==> config.mk <==
export PLATFORM = sky130hd
export DESIGN_NAME = dram_refresh_seq
export DESIGN_NICKNAME = d
export VERILOG_FILES = /design/src/rtl/dram_refresh_pkg.sv /design/src/rtl/refresh_interval_timer.sv /design/src/rtl/refresh_debt_counter.sv /design/src/rtl/cbr_strobe_fsm.sv /design/src/rtl/powerup_init_ctrl.sv /design/src/rtl/dram_refresh_seq.sv
export SDC_FILE = /design/constraint.sdc
export NUM_CORES = 1
export LEC_CHECK = 0
export CAP_MARGIN = 5
export CORE_ASPECT_RATIO = 1.1
export CORE_MARGIN = 4
export CORE_UTILIZATION = 35
export CTS_BUF_LIST = sky130_fd_sc_hd__clkbuf_16
export DETAILED_ROUTE_END_ITERATION = 12
export GPL_TIMING_DRIVEN = 0
export PLACE_DENSITY = 0.63
export SLEW_MARGIN = 20
export SYNTH_ARGS = -nofsm -noshare
export SYNTH_HDL_FRONTEND = slang
export SYNTH_HIERARCHICAL = 1
export SYNTH_SLANG_ARGS = --single-unit
==> constraint.sdc <==
create_clock -name clk_i -period 3.1 [get_ports clk_i]
set_clock_uncertainty 0.2 [all_clocks]
set_input_delay 0.62 -clock clk_i [delete_from_list [all_inputs] [get_ports clk_i]]
set_output_delay 0.62 -clock clk_i [all_outputs]
set_load 0.05 [all_outputs]
==> src/rtl/dram_refresh_pkg.sv <==
package dram_refresh_pkg;
  typedef enum logic [1:0] {
    MODE_WAIT = 2'd0,
    MODE_INIT = 2'd1,
    MODE_RUN  = 2'd2
  } seq_mode_e;

  typedef enum logic [1:0] {
    PH_IDLE = 2'd0,
    PH_SETUP = 2'd1,
    PH_ACTIVE = 2'd2,
    PH_PRECH = 2'd3
  } strobe_phase_e;
endpackage

==> src/rtl/refresh_interval_timer.sv <==
module refresh_interval_timer #(
  parameter int unsigned INTERVAL = 781
) (
  input  logic clk_i,
  input  logic rst_ni,
  input  logic en_i,
  output logic tick_o
);
  localparam int unsigned W = (INTERVAL > 1) ? $clog2(INTERVAL) : 1;
  localparam logic [W-1:0] LAST = W'(INTERVAL - 1);

  logic [W-1:0] cnt_q;

  always_ff @(posedge clk_i or negedge rst_ni) begin
    if (!rst_ni)           cnt_q <= '0;
    else if (!en_i)        cnt_q <= '0;
    else if (cnt_q == LAST) cnt_q <= '0;
    else                   cnt_q <= cnt_q + 1'b1;
  end

  assign tick_o = en_i && (cnt_q == LAST);
endmodule

==> src/rtl/refresh_debt_counter.sv <==
module refresh_debt_counter #(
  parameter int unsigned PEND_MAX     = 8,
  parameter int unsigned FORCE_THRESH = 4
) (
  input  logic clk_i,
  input  logic rst_ni,
  input  logic inc_i,
  input  logic dec_i,
  output logic owed_o,
  output logic force_o
);
  localparam int unsigned W = $clog2(PEND_MAX + 1);
  localparam logic [W-1:0] MAXV = W'(PEND_MAX);
  localparam logic [W-1:0] THR  = W'(FORCE_THRESH);

  logic [W-1:0] lvl_q;

  always_ff @(posedge clk_i or negedge rst_ni) begin
    if (!rst_ni) begin
      lvl_q <= '0;
    end else if (inc_i && !dec_i) begin
      if (lvl_q != MAXV) lvl_q <= lvl_q + 1'b1;  // saturate, never wrap
    end else if (dec_i && !inc_i) begin
      if (lvl_q != '0) lvl_q <= lvl_q - 1'b1;
    end
  end

  assign owed_o  = (lvl_q != '0);
  assign force_o = (lvl_q >= THR);
endmodule

==> src/rtl/cbr_strobe_fsm.sv <==
module cbr_strobe_fsm
  import dram_refresh_pkg::*;
#(
  parameter int unsigned T_CSR = 1,
  parameter int unsigned T_RAS = 4,
  parameter int unsigned T_RP  = 3
) (
  input  logic clk_i,
  input  logic rst_ni,
  input  logic start_i,
  output logic ras_n_o,
  output logic cas_n_o,
  output logic busy_o,
  output logic done_o
);
  localparam int unsigned MAXT = (T_CSR > T_RAS) ? ((T_CSR > T_RP) ? T_CSR : T_RP)
                                                 : ((T_RAS > T_RP) ? T_RAS : T_RP);
  localparam int unsigned W = $clog2(MAXT + 1);
  localparam logic [W-1:0] CSR_LAST = W'(T_CSR - 1);
  localparam logic [W-1:0] RAS_LAST = W'(T_RAS - 1);
  localparam logic [W-1:0] RP_LAST  = W'(T_RP - 1);

  strobe_phase_e ph_q;
  logic [W-1:0]  cnt_q;

  always_ff @(posedge clk_i or negedge rst_ni) begin
    if (!rst_ni) begin
      ph_q  <= PH_IDLE;
      cnt_q <= '0;
    end else begin
      unique case (ph_q)
        PH_IDLE: if (start_i) begin
          ph_q  <= PH_SETUP;
          cnt_q <= '0;
        end
        PH_SETUP: if (cnt_q == CSR_LAST) begin
          ph_q  <= PH_ACTIVE;
          cnt_q <= '0;
        end else cnt_q <= cnt_q + 1'b1;
        PH_ACTIVE: if (cnt_q == RAS_LAST) begin
          ph_q  <= PH_PRECH;
          cnt_q <= '0;
        end else cnt_q <= cnt_q + 1'b1;
        PH_PRECH: if (cnt_q == RP_LAST) begin
          ph_q  <= PH_IDLE;
          cnt_q <= '0;
        end else cnt_q <= cnt_q + 1'b1;
        default: begin
          ph_q  <= PH_IDLE;
          cnt_q <= '0;
        end
      endcase
    end
  end

  assign busy_o  = (ph_q != PH_IDLE);
  assign ras_n_o = (ph_q != PH_ACTIVE);
  assign cas_n_o = !((ph_q == PH_SETUP) || (ph_q == PH_ACTIVE));
  assign done_o  = (ph_q == PH_PRECH) && (cnt_q == RP_LAST);
endmodule

==> src/rtl/powerup_init_ctrl.sv <==
module powerup_init_ctrl
  import dram_refresh_pkg::*;
#(
  parameter int unsigned PWR_WAIT    = 10000,
  parameter int unsigned INIT_CYCLES = 8
) (
  input  logic clk_i,
  input  logic rst_ni,
  input  logic busy_i,
  input  logic done_i,
  output logic start_o,
  output logic ready_o
);
  localparam int unsigned PW_W = $clog2(PWR_WAIT + 1);
  localparam int unsigned IN_W = $clog2(INIT_CYCLES + 1);
  localparam logic [PW_W-1:0] PW_LAST = PW_W'(PWR_WAIT - 1);
  localparam logic [IN_W-1:0] IN_LAST = IN_W'(INIT_CYCLES - 1);

  seq_mode_e       mode_q;
  logic [PW_W-1:0] wait_q;
  logic [IN_W-1:0] done_cnt_q;

  always_ff @(posedge clk_i or negedge rst_ni) begin
    if (!rst_ni) begin
      mode_q     <= MODE_WAIT;
      wait_q     <= '0;
      done_cnt_q <= '0;
    end else begin
      unique case (mode_q)
        MODE_WAIT: begin
          if (wait_q == PW_LAST) mode_q <= MODE_INIT;
          else                   wait_q <= wait_q + 1'b1;
        end
        MODE_INIT: if (done_i) begin
          if (done_cnt_q == IN_LAST) mode_q <= MODE_RUN;
          else                       done_cnt_q <= done_cnt_q + 1'b1;
        end
        MODE_RUN: mode_q <= MODE_RUN;
        default:  mode_q <= MODE_WAIT;
      endcase
    end
  end

  // wake-up cycles need no grant: nothing else owns the strobes before ready
  assign start_o = (mode_q == MODE_INIT) && !busy_i;
  assign ready_o = (mode_q == MODE_RUN);
endmodule

==> src/rtl/dram_refresh_seq.sv <==
module dram_refresh_seq #(
  parameter int unsigned REFRESH_INTERVAL = 781,
  parameter int unsigned PEND_MAX         = 8,
  parameter int unsigned FORCE_THRESH     = 4,
  parameter int unsigned PWR_WAIT         = 10000,
  parameter int unsigned INIT_CYCLES      = 8,
  parameter int unsigned T_CSR            = 1,
  parameter int unsigned T_RAS            = 4,
  parameter int unsigned T_RP             = 3
) (
  input  logic clk_i,
  input  logic rst_ni,
  input  logic grant_i,
  output logic req_o,
  output logic force_o,
  output logic busy_o,
  output logic ready_o,
  output logic ras_n_o,
  output logic lcas_n_o,
  output logic ucas_n_o,
  output logic we_n_o,
  output logic oe_n_o
);
  logic tick, owed, busy, done, init_start, start, cas_n, ready;

  powerup_init_ctrl #(
    .PWR_WAIT   (PWR_WAIT),
    .INIT_CYCLES(INIT_CYCLES)
  ) u_init (
    .clk_i  (clk_i),
    .rst_ni (rst_ni),
    .busy_i (busy),
    .done_i (done),
    .start_o(init_start),
    .ready_o(ready)
  );

  refresh_interval_timer #(
    .INTERVAL(REFRESH_INTERVAL)
  ) u_timer (
    .clk_i (clk_i),
    .rst_ni(rst_ni),
    .en_i  (ready),
    .tick_o(tick)
  );

  refresh_debt_counter #(
    .PEND_MAX    (PEND_MAX),
    .FORCE_THRESH(FORCE_THRESH)
  ) u_debt (
    .clk_i  (clk_i),
    .rst_ni (rst_ni),
    .inc_i  (tick),
    .dec_i  (done && ready),
    .owed_o (owed),
    .force_o(force_o)
  );

  assign req_o = ready && owed && !busy;
  assign start = init_start || (req_o && grant_i);

  cbr_strobe_fsm #(
    .T_CSR(T_CSR),
    .T_RAS(T_RAS),
    .T_RP (T_RP)
  ) u_strobe (
    .clk_i  (clk_i),
    .rst_ni (rst_ni),
    .start_i(start),
    .ras_n_o(ras_n_o),
    .cas_n_o(cas_n),
    .busy_o (busy),
    .done_o (done)
  );

  assign lcas_n_o = cas_n;
  assign ucas_n_o = cas_n;
  assign we_n_o   = 1'b1;  // refresh never transfers data
  assign oe_n_o   = 1'b1;
  assign busy_o   = busy;
  assign ready_o  = ready;
endmodule

### After elaboration in Yosys (flattened, before gate mapping)

Index checks and enable logic that the tools add are counted.

| storage, ports and cells | value |
|---|---|
| logic and storage cells | 83 |
| input bits | 3 |
| bits in registers | 39 |
| output and inout port bits | 9 |

| cells by class | value |
|---|---|
| equality and inequality tests | 20 |
| add/sub/neg operators | 6 |
| reduce and logical (&&, ||, !) cells | 27 |
| $lt $le $gt $ge | 1 |
| multiplexer cells | 20 |
| bitwise logic cells | 2 |

Operators by type and width:

| kind | number |
|---|---|
| $mux 10 | 2 |
| $mux 4 | 4 |
| $add 14x1->14 const B | 1 |
| $eq 14x14->1 const B | 1 |
| $mux 2 | 7 |
| $mux 3 | 4 |
| $pmux 3 s4 | 1 |
| $add 10x1->10 const B | 1 |
| $eq 10x10->1 const B | 1 |
| $ne 2x1->1 const B | 5 |
| $logic_and 1x1->1 | 9 |
| $reduce_and 3->1 | 3 |
| $add 4x1->4 const B | 2 |
| $ne 2x2->1 const B | 4 |
| $pmux 2 s4 | 1 |
| $eq 2x2->1 const B | 3 |
| $eq 3x2->1 const B | 2 |
| $pmux 2 s3 | 1 |
| $reduce_bool 2->1 | 3 |
| $eq 2x1->1 const B | 2 |
| $eq 4x3->1 const B | 1 |
| $ge 4x3->1 const B | 1 |
| $logic_not 1->1 | 4 |
| $logic_not 2->1 | 2 |
| other kinds (9) | 11 |

### Logic depth before layout (Yosys ltp)

| logic depth | value |
|---|---|
| word-level depth | 7 |
| depth in mapped cells | 11 |

### By module

Netlist, hierarchy kept.

By module, submodules not included:

| module | cells each | area an instance (um^2) | instances |
|---|---|---|---|
| powerup_init_ctrl | 85 | 994.7 | 1 |
| refresh_interval_timer | 52 | 538.0 | 1 |
| cbr_strobe_fsm | 46 | 414.1 | 1 |
| refresh_debt_counter | 28 | 321.6 | 1 |
| dram_refresh_seq | 7 | 50.0 | 1 |

### Least setup slack after synthesis

No wires, ideal clock.

| path | value |
|---|---|
| kind | flip-flop to flip-flop |
| start point | register u_init.mode_q[0] |
| end point | register u_debt.lvl_q[3] |
| setup slack | 0.204 ns |
| arrival | 2.561 ns |
| period minus slack after synthesis | 2.896 ns |
| cell stages (with the launch flop) | 10 |
| library setup time | 0.136 ns |
| path buffers | 0 |
| path through | dfrtp_1 inv_1 ha_1 and2_1 nand2b_1 ha_1 a21o_2 a2111oi_0 o21a_1 a211oi_1 |

| between the ends | value |
|---|---|
| cells in the longest elaborated chain, start to end | 6 |
| elaborated cells between the ends (all ways) | 12 |

RTL lines:

| element | RTL line | text |
|---|---|---|
| from (decl) | powerup_init_ctrl.sv:19 | `seq_mode_e mode_q;` |
| from (signal assigned) | powerup_init_ctrl.sv:25 | `mode_q <= MODE_WAIT;` |
| from (signal assigned) | powerup_init_ctrl.sv:31 | `if (wait_q == PW_LAST) mode_q <= MODE_INIT;` |
| from (signal assigned) | powerup_init_ctrl.sv:35 | `if (done_cnt_q == IN_LAST) mode_q <= MODE_RUN;` |
| $eq 2x2->1 (*) | powerup_init_ctrl.sv:46 | `assign ready_o = (mode_q == MODE_RUN);` |
| net ready_o | dram_refresh_seq.sv:17 | `output logic ready_o,` |
| $logic_and 1x1->1 (*) | refresh_interval_timer.sv:21 | `assign tick_o = en_i && (cnt_q == LAST);` |
| net tick | dram_refresh_seq.sv:24 | `logic tick, owed, busy, done, init_start, start, cas_n, ready;` |
| $logic_not 1->1 | refresh_debt_counter.sv:23 | `end else if (dec_i && !inc_i) begin` |
| $logic_and 1x1->1 | refresh_debt_counter.sv:23 |  |
| $reduce_bool 2->1 (no source line) | - |  |
| $reduce_and 3->1 (no source line) | - |  |
| to (signal assigned) | refresh_debt_counter.sv:22 | `if (lvl_q != MAXV) lvl_q <= lvl_q + 1'b1;` |
| to (signal assigned) | refresh_debt_counter.sv:24 | `if (lvl_q != '0) lvl_q <= lvl_q - 1'b1;` |
| to (decl) | refresh_debt_counter.sv:16 | `logic [W-1:0] lvl_q;` |

The timed path passes the listed nets; every way through them passes the cells marked *.
A chain may end at the register's enable or synchronous reset.

### Worst setup path in the final report

| path | value |
|---|---|
| start point | register u_debt.lvl_q[0] |
| end point | output port req_o |

| between the ends | value |
|---|---|
| cells in the longest elaborated chain, start to end | 3 |

RTL lines:

| element | RTL line | text |
|---|---|---|
| $reduce_bool 4->1 | refresh_debt_counter.sv:28 | `assign owed_o = (lvl_q != '0);` |
| net owed | dram_refresh_seq.sv:24 |  |
| $logic_and 1x1->1 (2 in series) | dram_refresh_seq.sv:59 | `assign req_o = ready && owed && !busy;` |
| to (decl) | dram_refresh_seq.sv:14 | `output logic req_o,` |

The timed path passes the listed nets, and every way through them passes these cells.

==> results.rst <==
.. list-table::
   :header-rows: 1

   * - Metric
     - Value
   * - Transition at the pin with the smallest max-transition slack
     - approximately 0.65 ns
   * - Post-DRT Antenna Nets
     - 0
   * - Number of filler cells placed in the layout
     - 633
   * - Most frequent cells in the layout
     - sky130_fd_sc_hd__dfrtp_1 (39), sky130_fd_sc_hd__inv_1 (22), sky130_fd_sc_hd__ha_1 (19), sky130_fd_sc_hd__xnor2_1 (11), sky130_fd_sc_hd__nor2_1 (11)
   * - Final estimated routing congestion in global placement
     - 0.745
   * - # clock sinks
     - 39
   * - Hold Buf Count CTS
     - 0
   * - Synth async-reset ratio
     - between 90% and 100%
   * - Vias in the first global route
     - 1522
   * - Number of flops mapped to enable cells by yosys
     - 0
   * - Antenna violations before repair
     - 0
   * - Via count
     - 1569
   * - Switching part of the total power
     - 20.1%
   * - Fin crit share
     - 96.5%
   * - Synth cell types
     - 57
   * - Run status
     - complete, no violations
   * - Leakage Power
     - 1.20 nW
   * - Cell at the root of the clock tree
     - sky130_fd_sc_hd__clkbuf_16
   * - Worst-case hold slack
     - 0.0508 ns
   * - Hold violation count in the final report
     - 0
   * - Min Tclk post-route
     - 2.99 ns
   * - Number of DRC markers in iteration 0
     - 39
   * - Max Transition Viols Final
     - 0
   * - Proportion of synthesized chip area in sequential cells
     - a little over two fifths
   * - Max-cap violations
     - 0
   * - Antenna Diode Count
     - 0
   * - Fraction of final layout cells sized beyond drive strength 1
     - 14.8%
   * - Setup CP Type
     - register to output port
   * - Number of instances in the synthesized netlist
     - between 200 and 250
   * - Critical R2R Launch
     - u_timer/cnt_q[0]
   * - Horizontal die dimension
     - 85.6 um
   * - Final-report setup violation count
     - 0
   * - H-Tree Level Count
     - 2
   * - First-pass GRT wire length
     - 6870 um
   * - Required time of the worst setup path
     - 2.28 ns
   * - Int Power
     - 0.807 mW
   * - Placeable core area
     - 6310 um^2
   * - Number of buffers created by CTS
     - 5
   * - Signal arrival time at the worst endpoint
     - 2.17 ns
   * - Number of warnings issued by yosys
     - 6
   * - Remaining global-route overflow
     - 0
   * - Max IR drop VDD
     - 200 uV
   * - Most frequently used flop master after synthesis
     - sky130_fd_sc_hd__dfrtp_1
   * - Clock Pin Slew Worst Setup and Hold Paths
     - 0.06 ns
   * - Setup tns final
     - 0 ns
   * - Maximum clock path buffer count
     - 2
   * - CTS tree
     - built
   * - Total Routed Length
     - 3880 um
   * - Worst max-slew margin expressed relative to the limit
     - 56.5%
   * - Number of buffer cells added on primary ports
     - 9
   * - Seq pwr share
     - about half
   * - I/O Pins
     - 12
   * - Netlist area before placement
     - 2320 um^2
   * - All-layer global routing usage
     - 10.7%
   * - Top fanout value on the critical path
     - 5
   * - Post-synthesis sequential element count
     - 39
   * - Clock network fraction of total power
     - 47.4%
   * - Synth-to-Final Area Change
     - 15.7%
   * - Mean instance size in the synthesized netlist
     - roughly 11 um^2
   * - DR pass1 iterations
     - 4
   * - Type of destination of the critical path
     - output port
   * - Worst min-delay path category
     - input port to asynchronous set/reset pin
   * - Die Outline Area
     - 7990 um^2
   * - Effective utilization at floorplan
     - 36.8%
   * - Clock Latency Late Sink
     - 0.28 ns
   * - Combinational share of power
     - 2.1%
   * - Final #Nets
     - around 260
   * - FP Rows
     - 30
   * - HPWL after DPL
     - about 3000 um
   * - Sort of element at the start of the critical path
     - register
   * - DRC
     - 0
   * - Switching power total
     - 0.203 mW
   * - Most common cell after layout, fill and taps aside
     - sky130_fd_sc_hd__dfrtp_1
   * - Die Ht
     - 93.4 um
   * - Maximum number of pins on one net before global-route repair
     - 26
   * - Detailed-route wire length per cell
     - between 10 and 15 um
   * - Worst setup path start
     - u_debt/lvl_q[0]
   * - Per-cell via count in the routed design
     - 4.95
   * - Achievable frequency
     - 334 MHz
   * - Power per cell area
     - 377 nW/um^2
## power by group through the flow
stage          registers (mW)  logic (mW)  clock network (mW)
2_1_floorplan           0.519     0.00723                   0
3_3_place_gp            0.518      0.0205                   0
3_5_place_dp            0.518      0.0226                   0
4_1_cts                 0.509      0.0227               0.498
5_1_grt                 0.509      0.0245               0.521
6_report                0.509      0.0216               0.479
## cell usage after synthesis (all sizes together), types with 2 or more instances
cell	number	area (um^2)
nand2	11	46.3
ha	19	238
nand3	10	55.1
a21o	2	16.3
nor4	2	12.5
xor2	9	78.8
o21ai	6	30.0
a21oi	10	53.8
nor2	12	47.6
inv	22	82.6
o41ai	3	63.8
mux2i	2	20.0
and3	6	38.8
nand4	4	25.0
buf	3	22.5
and4	3	27.5
or4	4	37.5
o21a	2	15.0
or3	5	32.5
mux2	4	48.8
xnor2	11	96.3
o31ai	3	22.5
or4b	2	23.8
and2	4	26.3
nor2b	2	12.5
nand3b	2	15.0
nand2b	2	12.5
dfrtp	39	976
## state kept, by name (all words and copies together), names as in the netlist
signal / flops
u_strobe/cnt_q: 3
u_strobe/ph_q: 2
u_init/done_cnt_q: 4
u_init/mode_q: 2
u_timer/cnt_q: 10
u_debt/lvl_q: 4
u_init/wait_q: 14
## worst paths after layout
kind | slack (ns) | end | cells past startpoint
max in group asynchronous | 2.21 | u_timer/cnt_q[0] | 2
min | 0.05 | u_init/wait_q[1] | 1
min reg2reg | 0.26 | u_init/wait_q[13] | 1
min in group clk_i | 0.26 | u_init/wait_q[13] | 1
max | 0.11 | req_o | 3
max reg2reg | 0.18 | u_debt/lvl_q[3] | 11
## layout make-up
| type | count | area (um^2) | share of cell area [%] |
|---|---|---|---|
| inverter | 22 | 82.6 | 3.08 |
| tap | 80 | 100 | 3.73 |
| sequential | 39 | 976 | 36.4 |
| timing repair buffer | 10 | 105 | 3.92 |
| clock inverter | 3 | 15.0 | 0.560 |
| clock buffer | 5 | 125 | 4.67 |
| buffer | 3 | 22.5 | 0.840 |
| multi-input combinational | 155 | 1250 | 46.8 |
## metrics by stage
| step | setup WS (ns) | cells | power [mW] | area, um^2 | util, % |
|---|---|---|---|---|---|
| after detailed placement | 0.0420 | 309 | 0.541 | 2530 | 40.1 |
| final | 0.108 | 317 | 1.01 | 2680 | 42.5 |
| after floorplan | 0.204 | 219 | 0.526 | 2320 | - |
| after global placement | 0.0686 | 308 | 0.539 | 2510 | 39.8 |
| after global routing | -0.0315 | 317 | 1.05 | 2680 | 42.5 |
| after CTS | 0.0354 | 317 | 1.03 | 2670 | 42.3 |
## layer usage
| layer | global-route usage (%) | up-vias | part of all wire [%] |
|---|---|---|---|
| met5 | 0 | - | 0 |
| li1 | - | 802 | - |
| met2 | 17.0 | 14 | 48 |
| met1 | 13.7 | 746 | 48 |
| met4 | 5.01 | 0 | 1.6 |
| met3 | 2.64 | 7 | 2.2 |
## cell families after synthesis
family | share of synthesized area (%)
compound gates | 12.4
mux | 2.97
xor+xnor | 7.56
simple gates | 19.2
fa+ha+maj | 11.1
other cells | 0.162
buf+inv | 4.53
flops | 42.1
## critical path, cell delays in order (launching register included)
cell                              delay [ns]
sky130_fd_sc_hd__dfrtp_1                0.45
sky130_fd_sc_hd__or4_4                  0.56
sky130_fd_sc_hd__and3b_1                0.19
sky130_fd_sc_hd__clkdlybuf4s50_1        0.70
## timing repair
item,in CTS,in global routing
setup endpoints to repair,0,1
setup buffers,0,0
resized for setup,0,5
No activity file was read; power rests on OpenSTA's default activity.
